`src/rtl/bus_seq_pkg.sv`:
```
// Package: shared phase encoding and request-kind type for the bus cycle sequencer.
// Assumes a single clock domain; phase values are internal and not decoded by neighbours.
package bus_seq_pkg;

    typedef enum logic [2:0] {
        PH_IDLE = 3'd0,
        PH_T1   = 3'd1,
        PH_T2   = 3'd2,
        PH_T3   = 3'd3,
        PH_TW   = 3'd4,
        PH_T4   = 3'd5
    } phase_e;

    typedef struct packed {
        logic is_write;
        logic is_io;
    } kind_t;

endpackage

```
`src/rtl/bus_phase_fsm.sv`:
```
// Module: bus_phase_fsm
// Steps the bus cycle through its phases. Leaves idle on start. Samples ready_in
// only at the end of the third phase and of every wait phase.
// Assumes start is asserted only while the phase is idle.
module bus_phase_fsm
    import bus_seq_pkg::*;
(
    input  logic   clk,
    input  logic   rst_n,
    input  logic   start,
    input  logic   ready_in,
    output phase_e phase
);

    phase_e phase_nx;

    // Next-phase selection.
    always_comb begin
        phase_nx = phase;
        case (phase)
            PH_IDLE: if (start) phase_nx = PH_T1;
            PH_T1:   phase_nx = PH_T2;
            PH_T2:   phase_nx = PH_T3;
            PH_T3:   phase_nx = ready_in ? PH_T4 : PH_TW;
            PH_TW:   phase_nx = ready_in ? PH_T4 : PH_TW;
            PH_T4:   phase_nx = PH_IDLE;
            default: phase_nx = PH_IDLE;
        endcase
    end

    // Phase register with synchronous active-low reset.
    always_ff @(posedge clk) begin
        if (!rst_n) phase <= PH_IDLE;
        else        phase <= phase_nx;
    end

endmodule

```
`src/rtl/bus_req_hold.sv`:
```
// Module: bus_req_hold
// Holds the accepted request for the length of its bus cycle. Captures read
// data at the end of the fourth phase and produces the one-clock done pulse.
// Assumes start coincides with the idle phase.
module bus_req_hold
    import bus_seq_pkg::*;
#(
    parameter int ADDR_W = 20,
    parameter int DATA_W = 8
) (
    input  logic              clk,
    input  logic              rst_n,
    input  logic              start,
    input  logic              req_write,
    input  logic              req_io,
    input  logic [ADDR_W-1:0] req_addr,
    input  logic [DATA_W-1:0] req_wdata,
    input  phase_e            phase,
    input  logic [DATA_W-1:0] ad_i,
    output kind_t             kind,
    output logic [ADDR_W-1:0] addr_q,
    output logic [DATA_W-1:0] wdata_q,
    output logic              done,
    output logic [DATA_W-1:0] rdata
);

    // Request capture on acceptance.
    always_ff @(posedge clk) begin
        if (!rst_n) begin
            kind    <= '0;
            addr_q  <= '0;
            wdata_q <= '0;
        end else if (start) begin
            kind.is_write <= req_write;
            kind.is_io    <= req_io;
            addr_q        <= req_addr;
            wdata_q       <= req_wdata;
        end
    end

    // Completion pulse and read-data capture at the end of the fourth phase.
    always_ff @(posedge clk) begin
        if (!rst_n) begin
            done  <= 1'b0;
            rdata <= '0;
        end else begin
            done <= (phase == PH_T4);
            if (phase == PH_T4 && !kind.is_write) rdata <= ad_i;
        end
    end

endmodule

```
`src/rtl/bus_pin_drive.sv`:
```
// Module: bus_pin_drive
// Decodes phase and held request into shared-pin drive, latch strobe, read and
// write strobes, space select and transceiver controls. Purely combinational.
// Assumes the held request is stable whenever phase is not idle.
module bus_pin_drive
    import bus_seq_pkg::*;
#(
    parameter int ADDR_W = 20,
    parameter int DATA_W = 8,
    localparam int HI_W  = ADDR_W - DATA_W
) (
    input  phase_e            phase,
    input  kind_t             kind,
    input  logic [ADDR_W-1:0] addr_q,
    input  logic [DATA_W-1:0] wdata_q,
    output logic [DATA_W-1:0] ad_o,
    output logic              ad_oe,
    output logic [HI_W-1:0]   addr_hi,
    output logic              ale,
    output logic              rd_n,
    output logic              wr_n,
    output logic              io_m,
    output logic              dtr,
    output logic              den_n
);

    logic active;
    logic strobe_ph;
    logic data_ph;

    // Phase groupings used by all pin equations.
    always_comb begin
        active    = (phase != PH_IDLE);
        strobe_ph = (phase == PH_T2) || (phase == PH_T3) || (phase == PH_TW);
        data_ph   = strobe_ph || (phase == PH_T4);
    end

    // Shared-pin multiplexing: address byte first, then write data or release.
    always_comb begin
        ad_o  = '0;
        ad_oe = 1'b0;
        if (phase == PH_T1) begin
            ad_o  = addr_q[DATA_W-1:0];
            ad_oe = 1'b1;
        end else if (data_ph && kind.is_write) begin
            ad_o  = wdata_q;
            ad_oe = 1'b1;
        end
    end

    // Control strobes, upper address and transceiver controls.
    always_comb begin
        ale     = (phase == PH_T1);
        rd_n    = !(strobe_ph && !kind.is_write);
        wr_n    = !(strobe_ph && kind.is_write);
        addr_hi = active ? addr_q[ADDR_W-1:DATA_W] : '0;
        io_m    = active && kind.is_io;
        dtr     = !(active && !kind.is_write);
        den_n   = !data_ph;
    end

endmodule

```
`src/rtl/bus_cmd_decode.sv`:
```
// Module: bus_cmd_decode
// Splits the read/write strobes by address space into four active-low commands.
// Assumes rd_n and wr_n are never low together.
module bus_cmd_decode (
    input  logic rd_n,
    input  logic wr_n,
    input  logic io_m,
    output logic ior_n,
    output logic iow_n,
    output logic memr_n,
    output logic memw_n
);

    // Command decode from strobe and space select.
    always_comb begin
        ior_n  = !(!rd_n &&  io_m);
        iow_n  = !(!wr_n &&  io_m);
        memr_n = !(!rd_n && !io_m);
        memw_n = !(!wr_n && !io_m);
    end

endmodule

```
`src/rtl/mux_bus_sequencer.sv`:
```
// Module: mux_bus_sequencer (top)
// Bus interface unit for a multiplexed address/data bus: four-phase cycles,
// wait-phase stretching, transceiver control and command decode.
// Assumes one clock domain and a synchronous active-low reset.
module mux_bus_sequencer
    import bus_seq_pkg::*;
#(
    parameter int ADDR_W = 20,
    parameter int DATA_W = 8,
    localparam int HI_W  = ADDR_W - DATA_W
) (
    input  logic              clk,
    input  logic              rst_n,
    input  logic              req_valid,
    input  logic              req_write,
    input  logic              req_io,
    input  logic [ADDR_W-1:0] req_addr,
    input  logic [DATA_W-1:0] req_wdata,
    output logic              req_ready,
    output logic              done,
    output logic [DATA_W-1:0] rdata,
    input  logic              ready_in,
    input  logic [DATA_W-1:0] ad_i,
    output logic [DATA_W-1:0] ad_o,
    output logic              ad_oe,
    output logic [HI_W-1:0]   addr_hi,
    output logic              ale,
    output logic              rd_n,
    output logic              wr_n,
    output logic              io_m,
    output logic              dtr,
    output logic              den_n,
    output logic              ior_n,
    output logic              iow_n,
    output logic              memr_n,
    output logic              memw_n
);

    phase_e            phase;
    kind_t             kind;
    logic [ADDR_W-1:0] addr_q;
    logic [DATA_W-1:0] wdata_q;
    logic              start;

    // Handshake: a request is taken only in idle.
    always_comb begin
        req_ready = (phase == PH_IDLE);
        start     = req_valid && req_ready;
    end

    bus_phase_fsm u_fsm (
        .clk      (clk),
        .rst_n    (rst_n),
        .start    (start),
        .ready_in (ready_in),
        .phase    (phase)
    );

    bus_req_hold #(.ADDR_W(ADDR_W), .DATA_W(DATA_W)) u_hold (
        .clk       (clk),
        .rst_n     (rst_n),
        .start     (start),
        .req_write (req_write),
        .req_io    (req_io),
        .req_addr  (req_addr),
        .req_wdata (req_wdata),
        .phase     (phase),
        .ad_i      (ad_i),
        .kind      (kind),
        .addr_q    (addr_q),
        .wdata_q   (wdata_q),
        .done      (done),
        .rdata     (rdata)
    );

    bus_pin_drive #(.ADDR_W(ADDR_W), .DATA_W(DATA_W)) u_pins (
        .phase   (phase),
        .kind    (kind),
        .addr_q  (addr_q),
        .wdata_q (wdata_q),
        .ad_o    (ad_o),
        .ad_oe   (ad_oe),
        .addr_hi (addr_hi),
        .ale     (ale),
        .rd_n    (rd_n),
        .wr_n    (wr_n),
        .io_m    (io_m),
        .dtr     (dtr),
        .den_n   (den_n)
    );

    bus_cmd_decode u_cmd (
        .rd_n   (rd_n),
        .wr_n   (wr_n),
        .io_m   (io_m),
        .ior_n  (ior_n),
        .iow_n  (iow_n),
        .memr_n (memr_n),
        .memw_n (memw_n)
    );

endmodule

```
`config.mk`:
```
export PLATFORM = sky130hd
export DESIGN_NAME = mux_bus_sequencer
export DESIGN_NICKNAME = d
export VERILOG_FILES = /design/src/rtl/bus_seq_pkg.sv /design/src/rtl/bus_phase_fsm.sv /design/src/rtl/bus_req_hold.sv /design/src/rtl/bus_pin_drive.sv /design/src/rtl/bus_cmd_decode.sv /design/src/rtl/mux_bus_sequencer.sv
export SDC_FILE = /design/constraint.sdc
export NUM_CORES = 1
export LEC_CHECK = 0
export ABC_AREA = 1
export BUFFER_PORTS_ARGS = -buffer_cell sky130_fd_sc_hd__buf_4
export CELL_PAD_IN_SITES_DETAIL_PLACEMENT = 0
export CELL_PAD_IN_SITES_GLOBAL_PLACEMENT = 1
export CORE_ASPECT_RATIO = 1.5
export CORE_MARGIN = 1
export CORE_UTILIZATION = 32
export DETAILED_ROUTE_END_ITERATION = 8
export GPL_TIMING_DRIVEN = 0
export HOLD_SLACK_MARGIN = 0.03
export PLACE_DENSITY_LB_ADDON = 0.1
export SLEW_MARGIN = 40
export SYNTH_ARGS = -nofsm -noshare
export SYNTH_HDL_FRONTEND = slang
export SYNTH_SLANG_ARGS = --single-unit
```
`constraint.sdc`:
```
create_clock -name clk -period 1.4 [get_ports clk]
set_input_delay 0.07 -clock clk [delete_from_list [all_inputs] [get_ports clk]]
set_output_delay 0.07 -clock clk [all_outputs]
set_load 0.02 [all_outputs]
```
==> flow_summary.json, run 1 <==
{
  "num_antenna_cells": 0,
  "routabilityCongestion": 0.724,
  "ys_warn_count": 0,
  "final_layout_size_suffix_gt1_frac": 0.325,
  "vias": 2281,
  "seqCellArea_sq_um": 852,
  "startpoint": "u_fsm.phase[0]",
  "htree_levels": 2,
  "antenna_found_initial": 0,
  "synth_top_area_frac": 0.391,
  "first_iter_violations": 39,
  "dr.pass1.iters": 4,
  "drt-total-wl_mm": 5.97,
  "area_growth_pct": 62.9,
  "via_per_inst": 4.15,
  "rr_worst_depth": 7,
  "core_area_sq_mm": 0.00649,
  "cp_max_fo": 6,
  "ir_drop_mv": 0.527,
  "clock_sinks": 42,
  "port_buffers": 81,
  "die_h_um": 102,
  "rr_endpoint": "u_hold.addr_q[10]",
  "clock_latency_ns": 0.29,
  "wl_per_cell_um": 10.9,
  "initial_utilization": 0.331,
  "hold_path_class": "in -> reg",
  "path_clk_slew_ns": 0.08,
  "final_util": 0.540,
  "grt_pass1_vias": 2059,
  "post_dp_cell_area_sq_mm": 0.00285,
  "rsz0062_at_grt": "yes",
  "dp_hpwl_mm": 4.00,
  "outcome": "finished, violations left",
  "reg2reg_from": "u_fsm.phase[0]",
  "stdcell_area_sq_mm": 0.00350,
  "rows": 36,
  "hold_viol_final": 0,
  "final_net_count": 515,
  "period_share": 1.06,
  "grt-ovfl-total": 0,
  "synthesis.area_sq_mm": 0.00215,
  "min_delay_worst_endpoint": "u_hold.addr_q[4]",
  "preCtsSetupSlack_ns": -0.0435,
  "ff2ff_setup_slack_ns": 0.13,
  "setup_viol": 18,
  "synth_seq_cells": 42,
  "power_uw": 3930,
  "drc_errors": 0,
  "ys_types": 17,
  "static-leakage-power_uw": 0.00194,
  "worst_hold_slack_ns": 0.0753,
  "die_w_um": 68.9,
  "synthesis.nets": 407,
  "root_buffer": "clkbuf_8",
  "power_density_mw_per_mm2": 1120,
  "dieArea_sq_mm": 0.00705,
  "netlist_instances": 365,
  "end_kind": "primary output",
  "cts_tree": "yes",
  "failed_checks": "setup timing",
  "fillers": 670,
  "cts_inserted_buffers": 5,
  "worst_pin_slew_ns": 0.511,
  "ios": 83,
  "start_kind": "flop",
  "timing.max_cap.violations": 0,
  "grt_usage": 0.178,
  "cp.required_ns": 1.33,
  "crit_arrival_ns": 1.41,
  "clock_skew_ns": 0.00408,
  "min_from": "req_addr[4]",
  "worst-setup-path-type": "reg -> out",
  "whs_path_depth": 5,
  "syn_avg_cell_area_sq_um": 5.89,
  "fmax_mhz": 677,
  "grt_max_degree": 14,
  "slew_headroom": 0.659,
  "grt_first_pass_wirelength_mm": 9.29,
  "drv_slew": 0,
  "synth.largest_area_cell": "dfxtp_1",
  "synth.area.top_cells": "dfxtp_1, nand2_1, inv_1, nor2_1, nand3_1",
  "fin_crit_ns": 1.48,
  "postLayoutSetupSlackWorst_ns": -0.0780,
  "multi_input_comb_area_sq_mm": 0.00107,
  "cts_max_path_buffers": 2,
  "synth_seq_area_share": 0.391,
  "ant_nets": 0
}
[cells in the mapped netlist]
library cell / number
nand3_1: 14
inv_2: 2
nand2_1: 116
o21ai_0: 10
a21oi_1: 1
o21bai_1: 1
nor3_1: 9
inv_1: 97
nor2_4: 1
nor2_2: 3
buf_1: 3
dfxtp_1: 42
nor2_1: 53
buf_6: 3
clkbuf_1: 3
buf_2: 5
nand2_2: 2
[layer usage]
metal | track usage | wire length [um] | vias up
met2 | 0.337 | 3190 | 66
met1 | 0.195 | 2400 | 967
li1 | - | - | 1241
met4 | 0.0565 | 81 | 0
met3 | 0.0268 | 297 | 7
met5 | 0 | 0 | -
[cells by family (layout without fill, tap and decap cells)]
family	count (synthesis)	in the layout	share of synthesized area
flip-flops	42	42	0.391
AND/OR/NAND/NOR	198	199	0.369
AO/OA/AOI/OAI	12	12	0.0291
buffers and inverters	113	221	0.211
[registers in the layout, indices dropped and copies added (netlist names)]
name	count
u_hold.rdata	8
u_hold.wdata_q	8
u_hold.addr_q	20
u_fsm.phase	3
u_hold.done	1
u_hold.kind	2
[cell type report]
cell class	instances	area share
tap	76	0.0272
sequential	42	0.243
clock inverter	2	0.00358
clock buffer	6	0.0236
timing repair buffer	100	0.254
inverter	99	0.110
multi-input combinational	211	0.307
buffer	14	0.0315
[per-stage QoR]
| stage | setup TNS, ns | instances |
|---|---|---|
| after floorplan | 0 | 365 |
| after global placement | -0.398 | 522 |
| after detailed placement | -0.0610 | 522 |
| after CTS | -1.06 | 547 |
| after global routing | -2.78 | 550 |
| final | -0.812 | 550 |
[worst max-delay path, cell delays in order (launching register included)]
cell and delay [ns]:
dfxtp_4 0.39, o21ai_4 0.19, nand2_4 0.13, nand2_8 0.12, nand3_1 0.08, nand2_1 0.09
buf_6 0.12
[layout by cell type (no fill, tap or decap)]
master / instances
a21oi_1: 1
buf_1: 2
buf_12: 1
buf_2: 2
buf_4: 65
buf_6: 29
buf_8: 1
clkbuf_1: 2
clkbuf_16: 1
clkbuf_2: 1
clkbuf_4: 2
clkbuf_8: 6
clkinv_2: 1
clkinvlp_4: 1
dfxtp_1: 39
dfxtp_4: 3
dlygate4sd3_1: 8
inv_1: 94
inv_2: 2
inv_4: 2
inv_8: 1
nand2_1: 107
nand2_2: 7
nand2_4: 3
nand2_8: 2
nand3_1: 8
nand3_2: 6
nor2_1: 41
nor2_2: 2
nor2_4: 14
nor3_1: 9
o21ai_0: 8
o21ai_4: 2
o21bai_1: 1
[what timing repair did]
item	CTS	global route
pin swaps	7	11
buffers inserted	8	2
hold endpoints to repair	8	0
endpoints found under the setup margin	29	41
cloned	1	1
hold buffers	8	0
gates resized for setup	44	59
[worst max-delay path by stage]
stage                         end  cells past startpoint
after floorplan            memr_n                      6
after CTS                   den_n                      7
after global routing      ad_o[4]                      6
after global placement      ad_oe                      6
after detailed placement    ad_oe                      6
final                     ad_o[4]                      6
[power by group]
part	internal [uW]	total, uW	switching, uW
logic	734	1680	944
registers	1340	1430	86.3
clock network	397	830	433
No activity file was read; power rests on OpenSTA's default activity.
==> run 2, diff against run 1 <==
--- a/config.mk
+++ b/config.mk
@@ -8,10 +8,10 @@
 export ABC_AREA = 1
 export BUFFER_PORTS_ARGS = -buffer_cell sky130_fd_sc_hd__buf_4
 export CELL_PAD_IN_SITES_DETAIL_PLACEMENT = 0
-export CELL_PAD_IN_SITES_GLOBAL_PLACEMENT = 1
+export CELL_PAD_IN_SITES_GLOBAL_PLACEMENT = 2
 export CORE_ASPECT_RATIO = 1.5
 export CORE_MARGIN = 1
-export CORE_UTILIZATION = 32
+export CORE_UTILIZATION = 24
 export DETAILED_ROUTE_END_ITERATION = 8
 export GPL_TIMING_DRIVEN = 0
 export HOLD_SLACK_MARGIN = 0.03
==> run 2 against run 1 <==
  * Global-route usage fell by 4.3 points
  * The flow still finishes with violations (setup timing)
  * Routed wire length grew 1.4%
  * Hold slack gained 0.016 ns
  * Setup slack gained 0.050 ns
  * Sequential share of layout area rose by 0.32 points
  * Critical endpoint is now ad_o[2]
  * Power is 4.6% higher
  * First-iteration DRC count grew 15%
  * Final cell count is 4.9% higher
  * Final area fell by 1.3%
  * Register-to-register slack barely moved
==> flow_summary.json, run 2 (synthesis results as in run 1) <==
{
  "num_antenna_cells": 0,
  "via_per_inst": 3.92,
  "period_share": 1.02,
  "grt_first_pass_wirelength_mm": 9.74,
  "cts_max_path_buffers": 2,
  "dp_hpwl_mm": 4.28,
  "crit_chain": "o21ai_4 > nand2_4 > nand2_8 > nand3_1 > nand2_2 > buf_6",
  "slew_headroom": 0.661,
  "worst_pin_slew_ns": 0.508,
  "worst_hold_slack_ns": 0.0913,
  "reg2reg_from": "u_fsm.phase[1]",
  "fillers": 954,
  "hold_path_class": "in -> reg",
  "outcome": "finished, violations left",
  "final_layout_size_suffix_gt1_frac": 0.313,
  "ant_nets": 0,
  "ir_drop_mv": 0.676,
  "startpoint": "u_fsm.phase[1]",
  "vias": 2262,
  "routabilityCongestion": 0.728,
  "die_h_um": 118,
  "critPathMaxStageDelay_ns": 0.38,
  "largest_reg_flops": 20,
  "post_dp_cell_area_sq_mm": 0.00289,
  "end_kind": "primary output",
  "path_clk_slew_ns": 0.06,
  "port_buffers": 81,
  "path_buf_inv": 1,
  "grt_max_degree": 13,
  "setup_tns_ns": -0.0640,
  "grt-ovfl-total": 0,
  "antenna_found_initial": 0,
  "regMostFlops": "u_hold.addr_q",
  "largestRegisters": "u_hold.addr_q (20), u_hold.rdata (8), u_hold.wdata_q (8)",
  "fin_crit_ns": 1.43,
  "power_density_mw_per_mm2": 1190,
  "timing.max_cap.violations": 0,
  "die_w_um": 79.3,
  "static-leakage-power_uw": 0.00192,
  "power_uw": 4120,
  "clock_skew_ns": 0.00208,
  "grt_pass1_vias": 2101,
  "final_cell_mix": "nand2_1, inv_1, buf_4",
  "rsz0062_at_grt": "yes",
  "crit_arrival_ns": 1.36,
  "cp_slowest_cell": "dfxtp_4",
  "cp.required_ns": 1.33,
  "first_iter_violations": 45,
  "wl_per_cell_um": 10.5,
  "ios": 83,
  "initial_utilization": 0.251,
  "cp_top_family": "simple AND/OR/NAND/NOR gates",
  "root_buffer": "clkbuf_16",
  "cts_tree": "yes",
  "cp_max_fo": 10,
  "clock_sinks": 42,
  "min_from": "req_wdata[1]",
  "core_area_sq_mm": 0.00857,
  "hold_viol_final": 0,
  "drc_errors": 0,
  "final_net_count": 511,
  "drt-total-wl_mm": 6.06,
  "dr.pass1.iters": 4,
  "postLayoutSetupSlackWorst_ns": -0.0285,
  "start_kind": "flop",
  "setup_viol": 4,
  "failed_checks": "setup timing",
  "worst-setup-path-type": "reg -> out",
  "drv_slew": 0,
  "rows": 41,
  "preCtsSetupSlack_ns": -0.0649,
  "grt_usage": 0.136,
  "area_growth_pct": 60.8,
  "stdcell_area_sq_mm": 0.00345,
  "fmax_mhz": 700,
  "clock_latency_ns": 0.28,
  "cts_inserted_buffers": 5,
  "dieArea_sq_mm": 0.00934,
  "htree_levels": 2,
  "final_common_cell": "nand2_1"
}
run 2: path summary, 6_finish.rpt:
check | cells after the start | slack, ns | to
setup / recovery | 6 | -0.03 | ad_o[2]
hold / removal | 5 | 0.09 | u_hold.wdata_q[1]
setup reg to reg | 7 | 0.12 | u_hold.addr_q[3]
hold reg to reg | 4 | 0.51 | u_hold.addr_q[3]
run 2: final cells by class:
| cell class | count | area, sq um | share of cell area |
|---|---|---|---|
| Multi-Input combinational cell | 211 | 1000 | 0.290 |
| Sequential cell | 42 | 852 | 0.247 |
| Timing Repair Buffer | 96 | 837 | 0.242 |
| Inverter | 99 | 382 | 0.110 |
| Clock buffer | 7 | 143 | 0.0413 |
| Tap cell | 107 | 134 | 0.0388 |
| Buffer | 14 | 100 | 0.0290 |
| Clock inverter | 1 | 5.00 | 0.00145 |
run 2: per-stage QoR:
| stage | utilization | std cells |
|---|---|---|
| 2_1_floorplan | - | 365 |
| 6_report | 0.403 | 577 |
| 4_1_cts | 0.383 | 574 |
| 3_3_place_gp | 0.337 | 553 |
| 5_1_grt | 0.403 | 577 |
| 3_5_place_dp | 0.337 | 553 |
run 2: tightest hold or removal path: stages:
cell and delay [ns]:
buf_4 0.07, inv_1 0.03, nand2_1 0.05, nand2_1 0.04
nor2_1 0.08
run 2: repair_timing:
action / in CTS / in global routing
endpoints found under the setup margin: 29 / 25
setup buffers: 4 / 2
endpoints found under the hold margin: 8 / 0
cloned: 1 / 1
hold buffers: 8 / 0
resized for setup: 41 / 40
pin swaps: 5 / 5
run 2: report_power, final:
| part | internal (uW) | switching, uW |
|---|---|---|
| Combinational | 649 | 854 |
| Clock | 708 | 475 |
| Sequential | 1340 | 89.0 |
run 2: per-layer routing:
| metal | vias up | track usage | wire length, um |
|---|---|---|---|
| li1 | 1231 | - | - |
| met4 | 0 | 0.0557 | 121 |
| met2 | 61 | 0.253 | 3180 |
| met1 | 961 | 0.142 | 2450 |
| met5 | - | 0 | 0 |
| met3 | 9 | 0.0295 | 296 |
==> run 3, diff against run 2 <==
--- a/config.mk
+++ b/config.mk
@@ -5,13 +5,12 @@
 export SDC_FILE = /design/constraint.sdc
 export NUM_CORES = 1
 export LEC_CHECK = 0
-export ABC_AREA = 1
 export BUFFER_PORTS_ARGS = -buffer_cell sky130_fd_sc_hd__buf_4
 export CELL_PAD_IN_SITES_DETAIL_PLACEMENT = 0
 export CELL_PAD_IN_SITES_GLOBAL_PLACEMENT = 2
 export CORE_ASPECT_RATIO = 1.5
 export CORE_MARGIN = 1
-export CORE_UTILIZATION = 24
+export CORE_UTILIZATION = 25
 export DETAILED_ROUTE_END_ITERATION = 8
 export GPL_TIMING_DRIVEN = 0
 export HOLD_SLACK_MARGIN = 0.03
==> run 3 against run 2 <==
  * Final cell count fell by 16%
  * Sequential share of layout area fell by 1.3 points
  * Synthesized area fell by 12%
  * Sequential power fell by 3%
  * Non-clock buffer count rose by 50
  * Core utilization rose by 9.5 points
  * The flow still finishes with violations (setup timing)
  * Critical path depth fell by 1
  * Highest routed layer unchanged
==> flow_summary.json, run 3 <==
{
  "fillers": 737,
  "core_area_sq_mm": 0.00727,
  "final_common_cell": "buf_4",
  "die_w_um": 73.0,
  "post-synth-top-count-cell": "nand2_1",
  "worst-setup-path-type": "reg -> out",
  "largestRegisters": "u_hold.addr_q (20), u_hold.rdata (8), u_hold.wdata_q (8)",
  "num_antenna_cells": 0,
  "routabilityCongestion": 0.699,
  "p_sw_frac": 0.317,
  "hold_path_class": "in -> reg",
  "crit_arrival_ns": 1.61,
  "ys_warn_count": 0,
  "antenna_found_initial": 0,
  "drt-total-wl_mm": 6.78,
  "path_clk_slew_ns": 0.09,
  "end_kind": "primary output",
  "initial_utilization": 0.260,
  "netlist_instances": 240,
  "clock_skew_ns": 0.00638,
  "htree_levels": 2,
  "synth-edff-count": 0,
  "grt_usage": 0.168,
  "ff2ff_setup_slack_ns": -0.01,
  "dp_hpwl_mm": 4.15,
  "final_net_count": 427,
  "hold_viol_final": 0,
  "wl_per_cell_um": 13.9,
  "seqCellArea_sq_um": 848,
  "die_h_um": 109,
  "synth_seq_area_share": 0.444,
  "grt_first_pass_wirelength_mm": 10.0,
  "preCtsSetupSlack_ns": -0.164,
  "grt-ovfl-total": 0,
  "first_iter_violations": 49,
  "drc_errors": 0,
  "final_cell_mix": "buf_4, nand2_1, dfxtp_1",
  "cts_max_path_buffers": 2,
  "area_growth_pct": 91.7,
  "fin_crit_ns": 1.68,
  "vias": 2143,
  "timing.max_cap.violations": 0,
  "clock_latency_ns": 0.29,
  "synthesis.nets": 282,
  "synth.area.top_cells": "dfxtp_1, nand3_1, o21ai_0, nand2_1, and2_1",
  "regMostFlops": "u_hold.addr_q",
  "syn_avg_cell_area_sq_um": 7.88,
  "synth_top_area_frac": 0.444,
  "ir_drop_mv": 0.473,
  "synth_seq_cells": 42,
  "cts_tree": "yes",
  "synth_ff_type": "dfxtp_1",
  "ios": 83,
  "start_kind": "flop",
  "final_util": 0.499,
  "ys_types": 27,
  "power_density_mw_per_mm2": 1090,
  "synth-async-reset-ratio": 0,
  "worst_pin_slew_ns": 0.549,
  "ant_nets": 0,
  "power_uw": 3950,
  "rsz0062_at_grt": "yes",
  "multi_input_comb_area_sq_mm": 0.00106,
  "synthesis.area_sq_mm": 0.00189,
  "final_layout_size_suffix_gt1_frac": 0.415,
  "dr.pass1.iters": 4,
  "slew_headroom": 0.634,
  "cts_inserted_buffers": 5,
  "comb_power_share": 0.402,
  "grt_pass1_vias": 2088,
  "dp.cells": 421,
  "synth.top_cells.by_count": "nand2_1, dfxtp_1, nand3_1, o21ai_0, and2_1",
  "drv_slew": 0,
  "power.switching_uw": 1250,
  "setup_viol": 33,
  "largest_reg_flops": 20,
  "period_share": 1.20,
  "p_int_uw": 2700,
  "p_clk_frac": 0.246,
  "cp.required_ns": 1.33,
  "fmax_mhz": 596,
  "failed_checks": "setup timing",
  "clock_sinks": 42,
  "cp_max_fo": 7,
  "port_buffers": 81,
  "grt_max_degree": 13,
  "finalNonFillerCells": 486,
  "root_buffer": "clkbuf_8",
  "setup_tns_ns": -7.00,
  "rows": 38,
  "dieArea_sq_mm": 0.00793,
  "postLayoutSetupSlackWorst_ns": -0.277,
  "static-leakage-power_uw": 0.00152,
  "synth.largest_area_cell": "dfxtp_1",
  "outcome": "finished, violations left",
  "pwr-share-seq": 0.351,
  "via_per_inst": 4.41
}
run 3: changes by cell type in the layout (fill, tap and decap cells not counted), sizes merged, moves of 24 or more:
cell / before / now
inv: 99 / 6
nand2: 118 / 45
nor2: 58 / 8
o21ai: 10 / 40
dlygate4sd3: 8 / 37
nand3: 14 / 38
run 3: metal layers:
metal | part of all wire | wire length [um] | GRT usage
met5 | 0 | 0 | 0
met4 | 0.018 | 119 | 0.0546
met1 | 0.40 | 2720 | 0.184
met2 | 0.55 | 3700 | 0.322
met3 | 0.035 | 239 | 0.0252
run 3: power groups by stage:
stage | clock network (uW) | logic (uW) | registers, uW
floorplan | 0 | 596 | 1380
global placement | 0 | 981 | 1400
detailed placement | 0 | 986 | 1400
CTS | 998 | 1380 | 1380
global route | 1030 | 1710 | 1400
finish | 972 | 1590 | 1390
run 3: cells by family (layout without fill, tap and decap cells):
logic type	count (synthesis)	after routing	share of synthesized area
AOI/OAI and AO/OA	45	45	0.130
buffers and inverters	28	174	0.0681
muxes	8	8	0.0423
xor gates and xnor gates	2	2	0.00926
and+or+nand+nor	115	115	0.306
DFF	42	42	0.444
run 3: through the flow:
step / hold WS [ns] / instance area [sq um]
after floorplan: 0.200 / 1890
after global placement: 0.284 / 2630
after detailed placement: 0.293 / 2630
after CTS: 0.0356 / 3400
after global routing: 0.0451 / 3630
final: 0.0344 / 3630
run 3: worst max-delay path, stage by stage (launching register included):
cell and delay, ns:
dfxtp_2 0.33, buf_6 0.13, or3_4 0.44, buf_6 0.16
and2_4 0.13, buf_6 0.12
run 3: final timing paths:
path	startpoint	to	depth (start not counted)
worst min-delay path	ad_i[0]	u_hold.rdata[0]	3
worst max-delay path	u_fsm.phase[1]	addr_hi[3]	5
worst max register to register	u_fsm.phase[2]	u_hold.wdata_q[1]	6
worst min register to register	u_hold.wdata_q[2]	u_hold.wdata_q[2]	2
run 3: layout make-up:
cell class | count | share of cell area
Inverter | 6 | 0.00690
Tap cell | 100 | 0.0345
Clock buffer | 7 | 0.0210
Buffer | 20 | 0.0466
Multi-Input combinational cell | 170 | 0.291
Timing Repair Buffer | 140 | 0.358
Clock inverter | 1 | 0.00828
Sequential cell | 42 | 0.234
run 3: repair_timing:
| item | 4_1_cts | 5_1_grt |
|---|---|---|
| endpoints found under the setup margin | 69 | 67 |
| cloned | 2 | 4 |
| hold buffers | 37 | 0 |
| buffers inserted | 15 | 1 |
| pin swaps | 16 | 13 |
| hold endpoints to repair | 37 | 0 |
| resized for setup | 59 | 73 |
